--- src/rtl/kpad_pkg.sv ---
package kpad_pkg;
  localparam int KP_LINES  = 4;
  localparam int KP_CODE_W = 4;

  typedef enum logic [1:0] {SC_IDLE, SC_SCAN, SC_REL} scan_st_t;

  // one-hot column event to column index
  function automatic logic [1:0] col_to_idx(input logic [KP_LINES-1:0] ev);
    logic [1:0] idx;
    case (ev)
      4'b0001: idx = 2'd3;
      4'b0010: idx = 2'd1;
      4'b0100: idx = 2'd2;
      default: idx = 2'd0;
    endcase
    return idx;
  endfunction

  // base code for each scan step
  function automatic logic [KP_CODE_W-1:0] step_base(input logic [1:0] s);
    logic [KP_CODE_W-1:0] b;
    case (s)
      2'd0:    b = 4'd8;
      2'd1:    b = 4'd0;
      2'd2:    b = 4'd12;
      default: b = 4'd4;
    endcase
    return b;
  endfunction

  // progressive row release pattern for each step
  function automatic logic [KP_LINES-1:0] step_rows(input logic [1:0] s);
    return 4'b0111 >> s;
  endfunction
endpackage

--- src/rtl/kpad_sync.sv ---
module kpad_sync #(
  parameter int              W       = 4,
  parameter logic [W-1:0]    RST_VAL = '1
) (
  input  logic         clk,
  input  logic         rst_n,
  input  logic [W-1:0] d_i,
  output logic [W-1:0] q_o
);
  logic [W-1:0] s1_q, s2_q;

  always_ff @(posedge clk or negedge rst_n) begin
    if (!rst_n) begin
      s1_q <= RST_VAL;
      s2_q <= RST_VAL;
    end else begin
      s1_q <= d_i;
      s2_q <= s1_q;
    end
  end

  assign q_o = s2_q;
endmodule

--- src/rtl/kpad_debounce.sv ---
module kpad_debounce #(
  parameter int W       = 4,
  parameter int DEB_CYC = 16
) (
  input  logic         clk,
  input  logic         rst_n,
  input  logic         en_i,
  input  logic [W-1:0] col_i,
  output logic         evt_o,
  output logic [W-1:0] evt_cols_o
);
  localparam int            CW  = $clog2(DEB_CYC + 1);
  localparam logic [CW-1:0] TOP = CW'(DEB_CYC);
  localparam logic [CW-1:0] HIT = CW'(DEB_CYC - 1);

  logic [W-1:0]  last_q, last_n;
  logic [CW-1:0] cnt_q, cnt_n;
  logic          evt_q, evt_n;
  logic [W-1:0]  cols_q, cols_n;

  always_comb begin
    last_n = last_q;
    cnt_n  = cnt_q;
    evt_n  = 1'b0;
    cols_n = cols_q;
    if (!en_i) begin
      last_n = '1;
      cnt_n  = '0;
    end else if (col_i != last_q) begin
      last_n = col_i;
      cnt_n  = '0;
    end else if (col_i != '1) begin
      if (cnt_q != TOP) cnt_n = cnt_q + CW'(1);
      if (cnt_q == HIT) begin
        evt_n  = 1'b1;
        cols_n = ~col_i;
      end
    end
  end

  always_ff @(posedge clk or negedge rst_n) begin
    if (!rst_n) begin
      last_q <= '1;
      cnt_q  <= '0;
      evt_q  <= 1'b0;
      cols_q <= '0;
    end else begin
      last_q <= last_n;
      cnt_q  <= cnt_n;
      evt_q  <= evt_n;
      cols_q <= cols_n;
    end
  end

  assign evt_o      = evt_q;
  assign evt_cols_o = cols_q;

  // an accepted event fires once and always names at least one column
  p_evt_once_r2: assert property (@(posedge clk) disable iff (!rst_n)
    evt_q |=> !evt_q);
  p_evt_nonzero_r2: assert property (@(posedge clk) disable iff (!rst_n)
    evt_q |-> (cols_q != '0));
endmodule

--- src/rtl/kpad_scan.sv ---
module kpad_scan
  import kpad_pkg::*;
#(
  parameter int SETTLE_CYC = 8
) (
  input  logic                 clk,
  input  logic                 rst_n,
  input  logic                 evt_i,
  input  logic [KP_LINES-1:0]  evt_cols_i,
  input  logic [KP_LINES-1:0]  col_i,
  output logic                 arm_o,
  output logic [KP_LINES-1:0]  rows_o,
  output logic [KP_CODE_W-1:0] code_o,
  output logic                 valid_o
);
  localparam int            TW    = $clog2(SETTLE_CYC + 1);
  localparam logic [TW-1:0] TLAST = TW'(SETTLE_CYC - 1);

  scan_st_t             st_q, st_n;
  logic [1:0]           step_q, step_n;
  logic [TW-1:0]        tmr_q, tmr_n;
  logic [1:0]           cidx_q, cidx_n;
  logic [KP_LINES-1:0]  rows_q, rows_n;
  logic [KP_CODE_W-1:0] code_q, code_n;
  logic                 valid_q, valid_n;

  always_comb begin
    st_n    = st_q;
    step_n  = step_q;
    tmr_n   = tmr_q;
    cidx_n  = cidx_q;
    rows_n  = rows_q;
    code_n  = code_q;
    valid_n = 1'b0;
    case (st_q)
      SC_IDLE: begin
        rows_n = '0;
        if (evt_i) begin
          tmr_n = '0;
          if ($onehot(evt_cols_i)) begin
            cidx_n = col_to_idx(evt_cols_i);
            step_n = 2'd0;
            rows_n = step_rows(2'd0);
            st_n   = SC_SCAN;
          end else begin
            st_n = SC_REL;
          end
        end
      end
      SC_SCAN: begin
        if (tmr_q != TLAST) begin
          tmr_n = tmr_q + TW'(1);
        end else begin
          tmr_n = '0;
          if (col_i != '1) begin
            code_n  = step_base(step_q) + {2'b00, cidx_q};
            valid_n = 1'b1;
            rows_n  = '0;
            st_n    = SC_REL;
          end else if (step_q == 2'd3) begin
            rows_n = '0;
            st_n   = SC_REL;
          end else begin
            step_n = step_q + 2'd1;
            rows_n = step_rows(step_q + 2'd1);
          end
        end
      end
      SC_REL: begin
        rows_n = '0;
        if (col_i != '1) begin
          tmr_n = '0;
        end else if (tmr_q != TLAST) begin
          tmr_n = tmr_q + TW'(1);
        end else begin
          tmr_n = '0;
          st_n  = SC_IDLE;
        end
      end
      default: st_n = SC_IDLE;
    endcase
  end

  always_ff @(posedge clk or negedge rst_n) begin
    if (!rst_n) begin
      st_q    <= SC_IDLE;
      step_q  <= 2'd0;
      tmr_q   <= '0;
      cidx_q  <= 2'd0;
      rows_q  <= '0;
      code_q  <= '0;
      valid_q <= 1'b0;
    end else begin
      st_q    <= st_n;
      step_q  <= step_n;
      tmr_q   <= tmr_n;
      cidx_q  <= cidx_n;
      rows_q  <= rows_n;
      code_q  <= code_n;
      valid_q <= valid_n;
    end
  end

  assign arm_o   = (st_q == SC_IDLE);
  assign rows_o  = rows_q;
  assign code_o  = code_q;
  assign valid_o = valid_q;

  // rows only ever show one of the four release patterns
  p_rows_legal_r4: assert property (@(posedge clk) disable iff (!rst_n)
    (((rows_q & (rows_q + 4'd1)) == 4'd0) && !rows_q[3]));
  // a step's pattern is not changed before its settle time ends
  p_step_hold_r6: assert property (@(posedge clk) disable iff (!rst_n)
    (st_q == SC_SCAN && tmr_q != TLAST) |=> $stable(rows_q));
  // rows are back low whenever a code is issued
  p_valid_rows_low_r7: assert property (@(posedge clk) disable iff (!rst_n)
    valid_q |-> (rows_q == '0));
  // while armed the rows are held low
  p_armed_rows_low_r1: assert property (@(posedge clk) disable iff (!rst_n)
    (arm_o && !$past(arm_o)) |-> (rows_q == '0));
endmodule

--- src/rtl/kpad_scan_top.sv ---
module kpad_scan_top
  import kpad_pkg::*;
#(
  parameter int DEB_CYC    = 15_000_000,
  parameter int SETTLE_CYC = 1250
) (
  input  logic                 clk,
  input  logic                 rst_n,
  input  logic [KP_LINES-1:0]  col_n_i,
  input  logic                 ack_i,
  output logic [KP_LINES-1:0]  row_o,
  output logic [KP_CODE_W-1:0] key_code_o,
  output logic                 key_valid_o,
  output logic                 key_ready_o
);
  logic [1:0]          rsync_q;
  logic                rst_n_s;
  logic [KP_LINES-1:0] col_s;
  logic                evt;
  logic [KP_LINES-1:0] evt_cols;
  logic                arm;
  logic                ready_q, ready_n;

  // reset: asserted asynchronously, released on the clock
  always_ff @(posedge clk or negedge rst_n) begin
    if (!rst_n) rsync_q <= 2'b00;
    else        rsync_q <= {rsync_q[0], 1'b1};
  end
  assign rst_n_s = rsync_q[1];

  kpad_sync #(.W(KP_LINES), .RST_VAL('1)) u_sync (
    .clk   (clk),
    .rst_n (rst_n_s),
    .d_i   (col_n_i),
    .q_o   (col_s)
  );

  kpad_debounce #(.W(KP_LINES), .DEB_CYC(DEB_CYC)) u_deb (
    .clk        (clk),
    .rst_n      (rst_n_s),
    .en_i       (arm),
    .col_i      (col_s),
    .evt_o      (evt),
    .evt_cols_o (evt_cols)
  );

  kpad_scan #(.SETTLE_CYC(SETTLE_CYC)) u_scan (
    .clk        (clk),
    .rst_n      (rst_n_s),
    .evt_i      (evt),
    .evt_cols_i (evt_cols),
    .col_i      (col_s),
    .arm_o      (arm),
    .rows_o     (row_o),
    .code_o     (key_code_o),
    .valid_o    (key_valid_o)
  );

  always_comb begin
    ready_n = ready_q;
    if (key_valid_o)  ready_n = 1'b1;
    else if (ack_i)   ready_n = 1'b0;
  end

  always_ff @(posedge clk or negedge rst_n_s) begin
    if (!rst_n_s) ready_q <= 1'b0;
    else          ready_q <= ready_n;
  end

  assign key_ready_o = ready_q;

  // pulse width, flag set, flag hold and code hold
  p_valid_pulse_r8: assert property (@(posedge clk) disable iff (!rst_n_s)
    key_valid_o |=> !key_valid_o);
  p_ready_set_r8: assert property (@(posedge clk) disable iff (!rst_n_s)
    key_valid_o |=> key_ready_o);
  p_ready_sticky_r8: assert property (@(posedge clk) disable iff (!rst_n_s)
    (key_ready_o && !ack_i) |=> key_ready_o);
  p_code_hold_r8: assert property (@(posedge clk) disable iff (!rst_n_s)
    !key_valid_o |-> $stable(key_code_o));
endmodule

--- config.mk ---
export PLATFORM = sky130hd
export DESIGN_NAME = kpad_scan_top
export DESIGN_NICKNAME = d
export VERILOG_FILES = /design/src/rtl/kpad_pkg.sv /design/src/rtl/kpad_sync.sv /design/src/rtl/kpad_debounce.sv /design/src/rtl/kpad_scan.sv /design/src/rtl/kpad_scan_top.sv
export SDC_FILE = /design/constraint.sdc
export NUM_CORES = 1
export LEC_CHECK = 0
export CAP_MARGIN = 20
export CELL_PAD_IN_SITES_DETAIL_PLACEMENT = 1
export CELL_PAD_IN_SITES_GLOBAL_PLACEMENT = 2
export CORE_MARGIN = 8
export CORE_UTILIZATION = 39
export DETAILED_ROUTE_END_ITERATION = 8
export PLACE_DENSITY_LB_ADDON = 0.1
export REMOVE_ABC_BUFFERS = 1
export SKIP_CTS_REPAIR_TIMING = 1
export SYNTH_ARGS = -nofsm -noshare
export SYNTH_HDL_FRONTEND = slang
export SYNTH_HIERARCHICAL = 1
export SYNTH_SLANG_ARGS = --single-unit
export TNS_END_PERCENT = 50
--- constraint.sdc ---
create_clock -name clk -period 2.4 [get_ports clk]
set_input_delay 0.36 -clock clk [delete_from_list [all_inputs] [get_ports clk]]
set_output_delay 0.36 -clock clk [all_outputs]
set_load 0.03 [all_outputs]
==> results of run 1 <==
## registers in the layout, summed over array words and instances, names as in the netlist
register / flops
u_sync/s1_q: 4
u_scan/valid_o: 1
u_scan/tmr_q: 11
u_deb/evt_cols_o: 4
rsync_q: 2
u_scan/st_q: 2
u_sync/q_o: 4
u_scan/cidx_q: 2
u_deb/evt_o: 1
u_scan/code_o: 4
u_deb/cnt_q: 24
key_ready_o: 1
u_deb/last_q: 4
u_scan/rows_o: 3
u_scan/step_q: 2
## worst paths after layout
kind                                     start          endpoint  slack [ps]
min in group clk                    rsync_q[0]        rsync_q[1]         350
setup / recovery           u_deb/evt_cols_o[1]  u_scan/step_q[1]        -320
max in group asynchronous           rsync_q[1]     u_sync/q_o[3]        1550
hold reg to reg                     rsync_q[1]   u_deb/cnt_q[20]         180
setup reg to reg           u_deb/evt_cols_o[1]  u_scan/step_q[1]        -320
hold / removal                      rsync_q[1]   u_deb/cnt_q[20]         180
## layout by cell type, fill, tap and decap left out, types with 12 or more instances in the layout
master | netlist | routed
nor2_1 | 19 | 18
dfstp_2 | 12 | 12
ha_1 | 18 | 16
buf_4 | 1 | 16
nand2_1 | 29 | 29
o21ai_0 | 16 | 16
nand4_1 | 13 | 13
clkdlybuf4s50_1 | 0 | 15
inv_1 | 29 | 25
dfrtp_1 | 57 | 56
a21oi_1 | 20 | 20
## area by class of cell
type | instances | area, um2 | share of cell area, %
repair buffers | 32 | 290 | 6.83
clock buffers | 9 | 124 | 2.91
inverters | 29 | 109 | 2.56
multi-input cells | 245 | 1750 | 41.1
flip-flops and latches | 69 | 1740 | 41.0
clock inverters | 7 | 98.8 | 2.32
well taps | 111 | 139 | 3.27
## Yosys cell counts, types with 4 or more instances
cell type  count  share of area, %
o21ai_0       16               2.2
dfstp_2       12               8.8
o31ai_1        6               1.3
xnor2_1        6               1.5
ha_1          18               6.3
a21oi_1       20               2.8
and3_1         5              0.87
buf_2          4              0.56
inv_1         29               3.0
nand2_1       29               3.0
mux2i_1       10               2.8
and4_1         6               1.5
or3_1         10               1.7
nand3_1        8               1.1
nor2_1        19               2.0
nand4_1       13               2.3
dfrtp_1       57                40
nor3_1         6              0.84
or4_1          4              0.84
nand2b_1       5              0.87
xor2_1        11               2.7
a31oi_1        5              0.87
## metrics by stage
| stage | cell area [um2] | setup TNS, ps | setup slack, ps | utilization, % | std cells |
|---|---|---|---|---|---|
| global route | 4250 | -1310 | -454 | 46.9 | 502 |
| finish | 4250 | -593 | -321 | 46.9 | 502 |
| CTS | 4180 | -1400 | -471 | 46.1 | 500 |
| floorplan | 3540 | -715 | -381 | - | 343 |
| detailed placement | 3960 | -1240 | -442 | 43.6 | 484 |
| global placement | 3960 | -1020 | -400 | 43.6 | 484 |
## routing by layer
metal / GRT usage (%) / share of wire [%] / vias to the layer above
met5: 0 / 0 / -
met4: 3.83 / 0.97 / 0
met3: 3.52 / 3.0 / 6
met2: 23.5 / 49 / 23
met1: 16.8 / 47 / 1376
li1: - / - / 1319
## worst reg2reg max path: stages (launching register included)
cell      delay, ps
dfrtp_1         360
inv_2            60
ha_4            260
inv_2            30
fa_2            350
inv_2            70
ha_4            190
or4b_4          500
a211oi_4        230
nor3b_4         240
mux2_4          310
## power groups by stage
stage	Clock, mW	Sequential (mW)	Combinational (mW)
final	1.07	1.20	0.0616
after global routing	1.15	1.20	0.0701
after CTS	1.11	1.20	0.0637
after detailed placement	0	1.22	0.0635
after global placement	0	1.22	0.0628
after floorplan	0	1.23	0.0237
## cells by family after synthesis
logic type	count (synthesis)	synth area share (%)
and+or+nand+nor	131	21.4
other	2	0.210
xor gates and xnor gates	17	4.15
buffers and inverters	38	4.22
adders and majority gates	19	6.84
DFF	69	48.6
muxes	13	3.74
AOI/OAI and AO/OA	63	10.8
==> flow_summary.json, run 1 <==
{
  "crit_fanout": 3,
  "timing.setup.critical_path_class": "reg2reg",
  "worstSetupEndpointType": "register",
  "synth_cells": 352,
  "yosysSeqAreaShare_pct": 48.6,
  "initial_antenna_violation_count": 0,
  "antenna_cells": 0,
  "cts_made_buffers": 9,
  "power_switching_uw": 536,
  "layout_worst_path_cycle_share_pct": 113,
  "total_half_perimeter_wirelength_after_legalization_and_detailed_placement_um": 5640,
  "grt-ovfl-total": 0,
  "critical_path_startpoint_category": "register",
  "tritoncts_num_sinks": 69,
  "number_of_logic_stages_on_the_critical_path_including_buffering": 10,
  "vias_per_cell": 5.43,
  "gpl.final_weighted_congestion": 0.708,
  "yosysWarnings": 6,
  "placement.io_buffers": 15,
  "total_power_mw": 2.33,
  "die-area_mm2": 0.0125,
  "core_region_area_mm2": 0.00906,
  "worstRegToRegCells": 10,
  "power.clock.fraction_pct": 46.0,
  "power.combinational.fraction_pct": 2.6,
  "holdCritPathClass": "reg2async",
  "grt_first_pass_wirelength_um": 14100,
  "power.internal_mw": 1.80,
  "routedWlPerCell_um": 16.0,
  "max-clock-path-buffers": 2,
  "crit_required_ps": 2630,
  "chipWidth_um": 112,
  "hold-worst-slack_ps": 180,
  "timing.critical_path.cells": "inv_2, ha_4, inv_2, fa_2, inv_2, ha_4, or4b_4, a211oi_4, nor3b_4, mux2_4",
  "io_pins": 17,
  "clock_tree.htree_level_count": 3,
  "max_cap_viol_count": 0,
  "final-max-slew-violation-count": 0,
  "number_of_storage_elements_in_the_synthesis_netlist": 69,
  "num_rows": 35,
  "cts-root-buf": "clkbuf_8",
  "postSynth.asyncResetShare_pct": 100,
  "synthFlopType": "dfrtp_1",
  "count_of_final_setup_violators": 2,
  "firstDrtPassIters": 4,
  "drt_wl_total_um": 8010,
  "violated_checks": "setup timing",
  "ant_nets": 0,
  "rsz0062_at_grt": "true",
  "first_global_vias": 2861,
  "power_density_normalized_to_cell_area_mw_per_mm2": 549,
  "irDropWorstVdd_v": 0.000320,
  "die_y_um": 112,
  "seq_power_share_pct": 51.4,
  "p_sw_share_pct": 23.0,
  "final.setup.worst_slack_ps": -321,
  "slowest_delay_ps": 500,
  "synth-edff-count": 0,
  "areaGrowthSynthToFinish_pct": 18.6,
  "count_of_unresolved_drc_violations_after_routing": 0,
  "arrival_ps": 2950,
  "starting_density_of_the_core_pct": 39.5,
  "synth_cell_type_count": 58,
  "cts.reportedPaths.clkPinSlew_ps": 80,
  "syn_area_per_cell_um2": 10.2,
  "critical_path_buf_inv_count": 3,
  "p_leak_nw": 1.76,
  "max_clock_freq_mhz": 367,
  "fin_nets": 412,
  "post_synth_instance_area_mm2": 0.00358,
  "post-route-min-period_ps": 2720,
  "nFillCells": 1016,
  "grt_use_total_pct": 13.8,
  "worst_path_dominant_cell_family": "adder cells",
  "vias": 2724,
  "top_cell_by_count_worst_path": "inv_2",
  "critical-path-slowest-cell": "or4b_4",
  "drive_above_1_share_pct": 17.9,
  "cts_tree": "built",
  "run_status": "finished with violations",
  "timing.final.hold_violations": 0,
  "final.setup_skew_ps": 10.1,
  "count_of_routing_violations_after_the_opening_detailed_route_iteration": 60,
  "worstSkewPairLatency_ps": 340,
  "grt_max_degree": 53
}
No activity file was read; power rests on OpenSTA's default activity.
==> inputs of run 2 (changes only) <==
--- a/config.mk
+++ b/config.mk
@@ -10,6 +10,7 @@
 export CELL_PAD_IN_SITES_GLOBAL_PLACEMENT = 2
 export CORE_MARGIN = 8
-export CORE_UTILIZATION = 39
+export CORE_UTILIZATION = 42
 export DETAILED_ROUTE_END_ITERATION = 8
+export DONT_BUFFER_PORTS = 1
 export PLACE_DENSITY_LB_ADDON = 0.1
 export REMOVE_ABC_BUFFERS = 1
==> constraint.sdc (replaced) <==
create_clock -name clk -period 2.4 [get_ports clk]
set_input_delay 0.24 -clock clk [delete_from_list [all_inputs] [get_ports clk]]
set_output_delay 0.24 -clock clk [all_outputs]
set_load 0.03 [all_outputs]
==> run 2 against run 1 <==
The run still ends with setup timing left. Combinational power up 3%. Hold slack got worse by 130 ps. Global-route usage rose by 1.5 points. Final cell count is 3.4% lower. First-iteration DRC count up 3.3%. Utilization up 3.2 points. Sequential share of layout area increased by 1.1 points. Via count fell by 1.8%.
==> flow_summary.json, run 2 (same netlist as run 1, synthesis figures left out) <==
{
  "run_status": "finished with violations",
  "violated_checks": "setup timing",
  "p_leak_nw": 1.73,
  "timing.setup.critical_path_class": "reg2reg",
  "final.setup.worst_slack_ps": -427,
  "rsz0062_at_grt": "true",
  "grt-ovfl-total": 0,
  "largest_register_ffs": 24,
  "clock_tree.htree_level_count": 3,
  "chipWidth_um": 108,
  "grt_first_pass_wirelength_um": 14300,
  "vias": 2674,
  "tritoncts_num_sinks": 69,
  "cts.reportedPaths.clkPinSlew_ps": 80,
  "critical_path_startpoint_category": "register",
  "count_of_routing_violations_after_the_opening_detailed_route_iteration": 62,
  "vias_per_cell": 5.51,
  "worstSkewPairLatency_ps": 350,
  "total_half_perimeter_wirelength_after_legalization_and_detailed_placement_um": 5620,
  "crit_required_ps": 2640,
  "reg_top3": "u_deb/cnt_q x24, u_scan/tmr_q x11",
  "cts_tree": "built",
  "mostFrequentLayoutCell": "dfrtp_1",
  "drive_above_1_share_pct": 18.4,
  "cts_made_buffers": 9,
  "count_of_final_setup_violators": 6,
  "starting_density_of_the_core_pct": 43.4,
  "post-route-min-period_ps": 2830,
  "grt_max_degree": 68,
  "max_cap_viol_count": 0,
  "initial_antenna_violation_count": 0,
  "core_region_area_mm2": 0.00826,
  "first_global_vias": 2921,
  "count_of_unresolved_drc_violations_after_routing": 0,
  "utilization_pct": 50.1,
  "antenna_cells": 0,
  "most_frequent_cells_in_the_layout": "dfrtp_1 (56), nand2_1 (29), inv_1 (26), a21oi_1 (20), nor2_1 (18)",
  "power_density_normalized_to_cell_area_mw_per_mm2": 543,
  "max_clock_freq_mhz": 354,
  "layout_worst_path_cycle_share_pct": 118,
  "die-area_mm2": 0.0117,
  "areaGrowthSynthToFinish_pct": 15.5,
  "final.setup_skew_ps": 9.67,
  "arrival_ps": 3070,
  "drt_wl_total_um": 8440,
  "total_power_mw": 2.25,
  "gpl.final_weighted_congestion": 0.757,
  "die_y_um": 108,
  "placement.io_buffers": 0,
  "holdCritPathClass": "in2reg",
  "num_rows": 33,
  "crit_fanout": 3,
  "irDropWorstVdd_v": 0.000299,
  "hold-worst-slack_ps": 51.5,
  "timing.final.hold_violations": 0,
  "worstSetupEndpointType": "register",
  "io_pins": 17,
  "largest_register_by_flop_count": "u_deb/cnt_q",
  "max-clock-path-buffers": 2,
  "ant_nets": 0,
  "layout.cell_area.non_filler_mm2": 0.00414,
  "routedWlPerCell_um": 17.4,
  "cts-root-buf": "clkbuf_8",
  "total_neg_setup_slack_ps": -1180,
  "firstDrtPassIters": 4,
  "postPlaceCellArea_mm2": 0.00379,
  "final-max-slew-violation-count": 0,
  "grt_use_total_pct": 15.3,
  "fin_nets": 401
}
run 2: worst max-delay path, cell delays in order, from the launching register on:
cell	delay [ps]
dfrtp_1	370
inv_2	60
ha_4	260
inv_2	30
fa_2	330
inv_2	70
ha_4	190
or4b_4	520
a211oi_4	280
nor3b_4	260
mux2_4	320
run 2: area by class of cell:
cell class	instances	area [um2]
fill	939	4120
tap	105	131
clock buffer	12	188
multi-input combinational	245	1760
timing repair buffer	21	186
inverter	29	109
sequential	69	1740
clock inverter	4	25.0
run 2: final timing paths:
path	startpoint	slack, ps	to	cells past startpoint
worst max-delay path	u_deb/evt_cols_o[0]	-430	u_scan/step_q[1]	10
worst min-delay path	ack_i	50	key_ready_o	2
worst max register to register	u_deb/evt_cols_o[0]	-430	u_scan/step_q[1]	10
worst min register to register	rsync_q[1]	280	u_scan/tmr_q[0]	1
max in group asynchronous	rsync_q[1]	1790	u_deb/last_q[2]	1
min in group asynchronous	rst_n	110	rsync_q[0]	1
run 2: stage by stage:
stage / worst slack [ps] / instances
6_report: -427 / 485
5_1_grt: -485 / 485
4_1_cts: -550 / 478
3_5_place_dp: -506 / 462
3_3_place_gp: -401 / 462
2_1_floorplan: -381 / 343
run 2: where the power goes:
group,switching (mW),internal [mW]
sequential,0.0109,1.18
clock,0.463,0.528
combinational,0.0435,0.0198
total,0.517,1.73
run 2: metal layers:
metal / up-vias / part of all wire [%] / global-route usage, %
li1: 1293 / - / -
met1: 1355 / 46 / 18.5
met2: 18 / 51 / 26.0
met3: 8 / 2.5 / 3.33
met4: 0 / 1.4 / 5.57
met5: - / 0 / 0
==> inputs of run 3 (changes only) <==
MAX_ROUTING_LAYER = met4   (was unset)
==> run 3 against run 2 <==
The flow still finishes with violations (setup timing). Critical path depth did not move. Fmax rose by 0.59%. Global-route usage rose by 0.42 points. Register-to-register slack improved by 20 ps. Sequential share of layout area did not move. Largest cell class unchanged.
==> flow_summary.json, run 3 (same netlist as run 1, synthesis figures left out) <==
{
  "run_status": "finished with violations",
  "violated_checks": "setup timing",
  "worstSetupEndpointType": "register",
  "die_y_um": 108,
  "hold-worst-slack_ps": 55.6,
  "largest_register_ffs": 24,
  "timing.setup.critical_path_class": "reg2reg",
  "max-clock-path-buffers": 2,
  "most_frequent_cells_in_the_layout": "dfrtp_1 (56), nand2_1 (29), inv_1 (26), a21oi_1 (20), nor2_1 (18)",
  "vias": 2697,
  "final.setup_skew_ps": 9.38,
  "routedWlPerCell_um": 17.4,
  "cts.reportedPaths.clkPinSlew_ps": 80,
  "initial_antenna_violation_count": 0,
  "post-route-min-period_ps": 2810,
  "fin_nets": 401,
  "multi_input_comb_area_mm2": 0.00176,
  "firstDrtPassIters": 4,
  "cts_tree": "built",
  "highest_layer": "met4",
  "arrival_ps": 3050,
  "total_half_perimeter_wirelength_after_legalization_and_detailed_placement_um": 5620,
  "layout_worst_path_cycle_share_pct": 117,
  "max_cap_viol_count": 0,
  "detail_route.wirelength.met1_um": 3760,
  "grt-ovfl-total": 0,
  "grt_use_total_pct": 15.7,
  "final.setup.worst_slack_ps": -411,
  "layout.cell_area.non_filler_mm2": 0.00414,
  "core_region_area_mm2": 0.00826,
  "met3RoutedLength_um": 220,
  "antenna_cells": 0,
  "grt_max_degree": 68,
  "drt_wl_total_um": 8430,
  "irDropWorstVdd_v": 0.000300,
  "nFillCells": 939,
  "area.sequential_mm2": 0.00174,
  "reg_top3": "u_deb/cnt_q x24, u_scan/tmr_q x11",
  "cts_made_buffers": 9,
  "tritoncts_num_sinks": 69,
  "final_cells": 485,
  "rsz0062_at_grt": "true",
  "drive_above_1_share_pct": 18.4,
  "count_of_final_setup_violators": 6,
  "vias_per_cell": 5.56,
  "first_global_vias": 2917,
  "num_rows": 33,
  "largest_register_by_flop_count": "u_deb/cnt_q",
  "mostFrequentLayoutCell": "dfrtp_1",
  "timing.final.hold_violations": 0,
  "power_density_normalized_to_cell_area_mw_per_mm2": 543,
  "crit_required_ps": 2640,
  "starting_density_of_the_core_pct": 43.4,
  "p_leak_nw": 1.73,
  "chipWidth_um": 108,
  "areaGrowthSynthToFinish_pct": 15.5,
  "cts-root-buf": "clkbuf_8",
  "grt_first_pass_wirelength_um": 14300,
  "worstSkewPairLatency_ps": 350,
  "count_of_unresolved_drc_violations_after_routing": 0,
  "critical_path_startpoint_category": "register",
  "placement.io_buffers": 0,
  "crit_fanout": 3,
  "io_pins": 17,
  "final-max-slew-violation-count": 0,
  "count_of_routing_violations_after_the_opening_detailed_route_iteration": 49,
  "dp_cells": 462,
  "clock_tree.htree_level_count": 3,
  "dr_wl_met2_um": 4310,
  "holdCritPathClass": "in2reg",
  "max_clock_freq_mhz": 356,
  "gpl.final_weighted_congestion": 0.767,
  "postPlaceCellArea_mm2": 0.00379,
  "ant_nets": 0,
  "die-area_mm2": 0.0117
}
run 3: path summary, 6_finish.rpt:
kind                                      from                to  slack (ps)  cells after the start
max                        u_deb/evt_cols_o[0]  u_scan/step_q[1]        -410                     10
min                                      ack_i       key_ready_o          60                      2
max reg2reg                u_deb/evt_cols_o[0]  u_scan/step_q[1]        -410                     10
min reg2reg                         rsync_q[1]   u_scan/tmr_q[0]         280                      1
max in group asynchronous           rsync_q[1]   u_deb/last_q[2]        1790                      1
min in group asynchronous                rst_n        rsync_q[0]         110                      1
run 3: routing by layer:
| metal | vias up | track usage, % |
|---|---|---|
| met4 | 0 | 6.45 |
| met3 | 9 | 2.62 |
| met2 | 24 | 25.9 |
| met1 | 1371 | 18.6 |
| li1 | 1293 | - |
| met5 | - | - |
run 3: report_power, final:
| group | leakage [nW] | internal (mW) | switching (mW) |
|---|---|---|---|
| registers | 0.917 | 1.18 | 0.0109 |
| clock network | 0.113 | 0.528 | 0.460 |
| logic | 0.696 | 0.0198 | 0.0435 |
run 3: final cells by class:
cell class | instances | area share (%)
Multi-Input combinational cell | 245 | 42.5
Sequential cell | 69 | 42.1
Clock buffer | 12 | 4.53
Timing Repair Buffer | 21 | 4.50
Tap cell | 105 | 3.17
Inverter | 29 | 2.63
Clock inverter | 4 | 0.604
run 3: critical path, cell delays in order (launching register included):
cell and delay, ps:
dfrtp_1 370, inv_2 60, ha_4 260, inv_2 30
fa_2 330, inv_2 70, ha_4 190, or4b_4 520
a211oi_4 270, nor3b_4 250, mux2_4 320
run 3: through the flow:
step / total power [mW] / TNS [ps] / util, % / setup WS, ps
floorplan: 1.25 / -715 / - / -381
global placement: 1.27 / -976 / 45.9 / -401
detailed placement: 1.28 / -1650 / 45.9 / -506
CTS: 2.27 / -1890 / 48.5 / -550
global route: 2.35 / -1660 / 50.1 / -474
finish: 2.25 / -1150 / 50.1 / -411
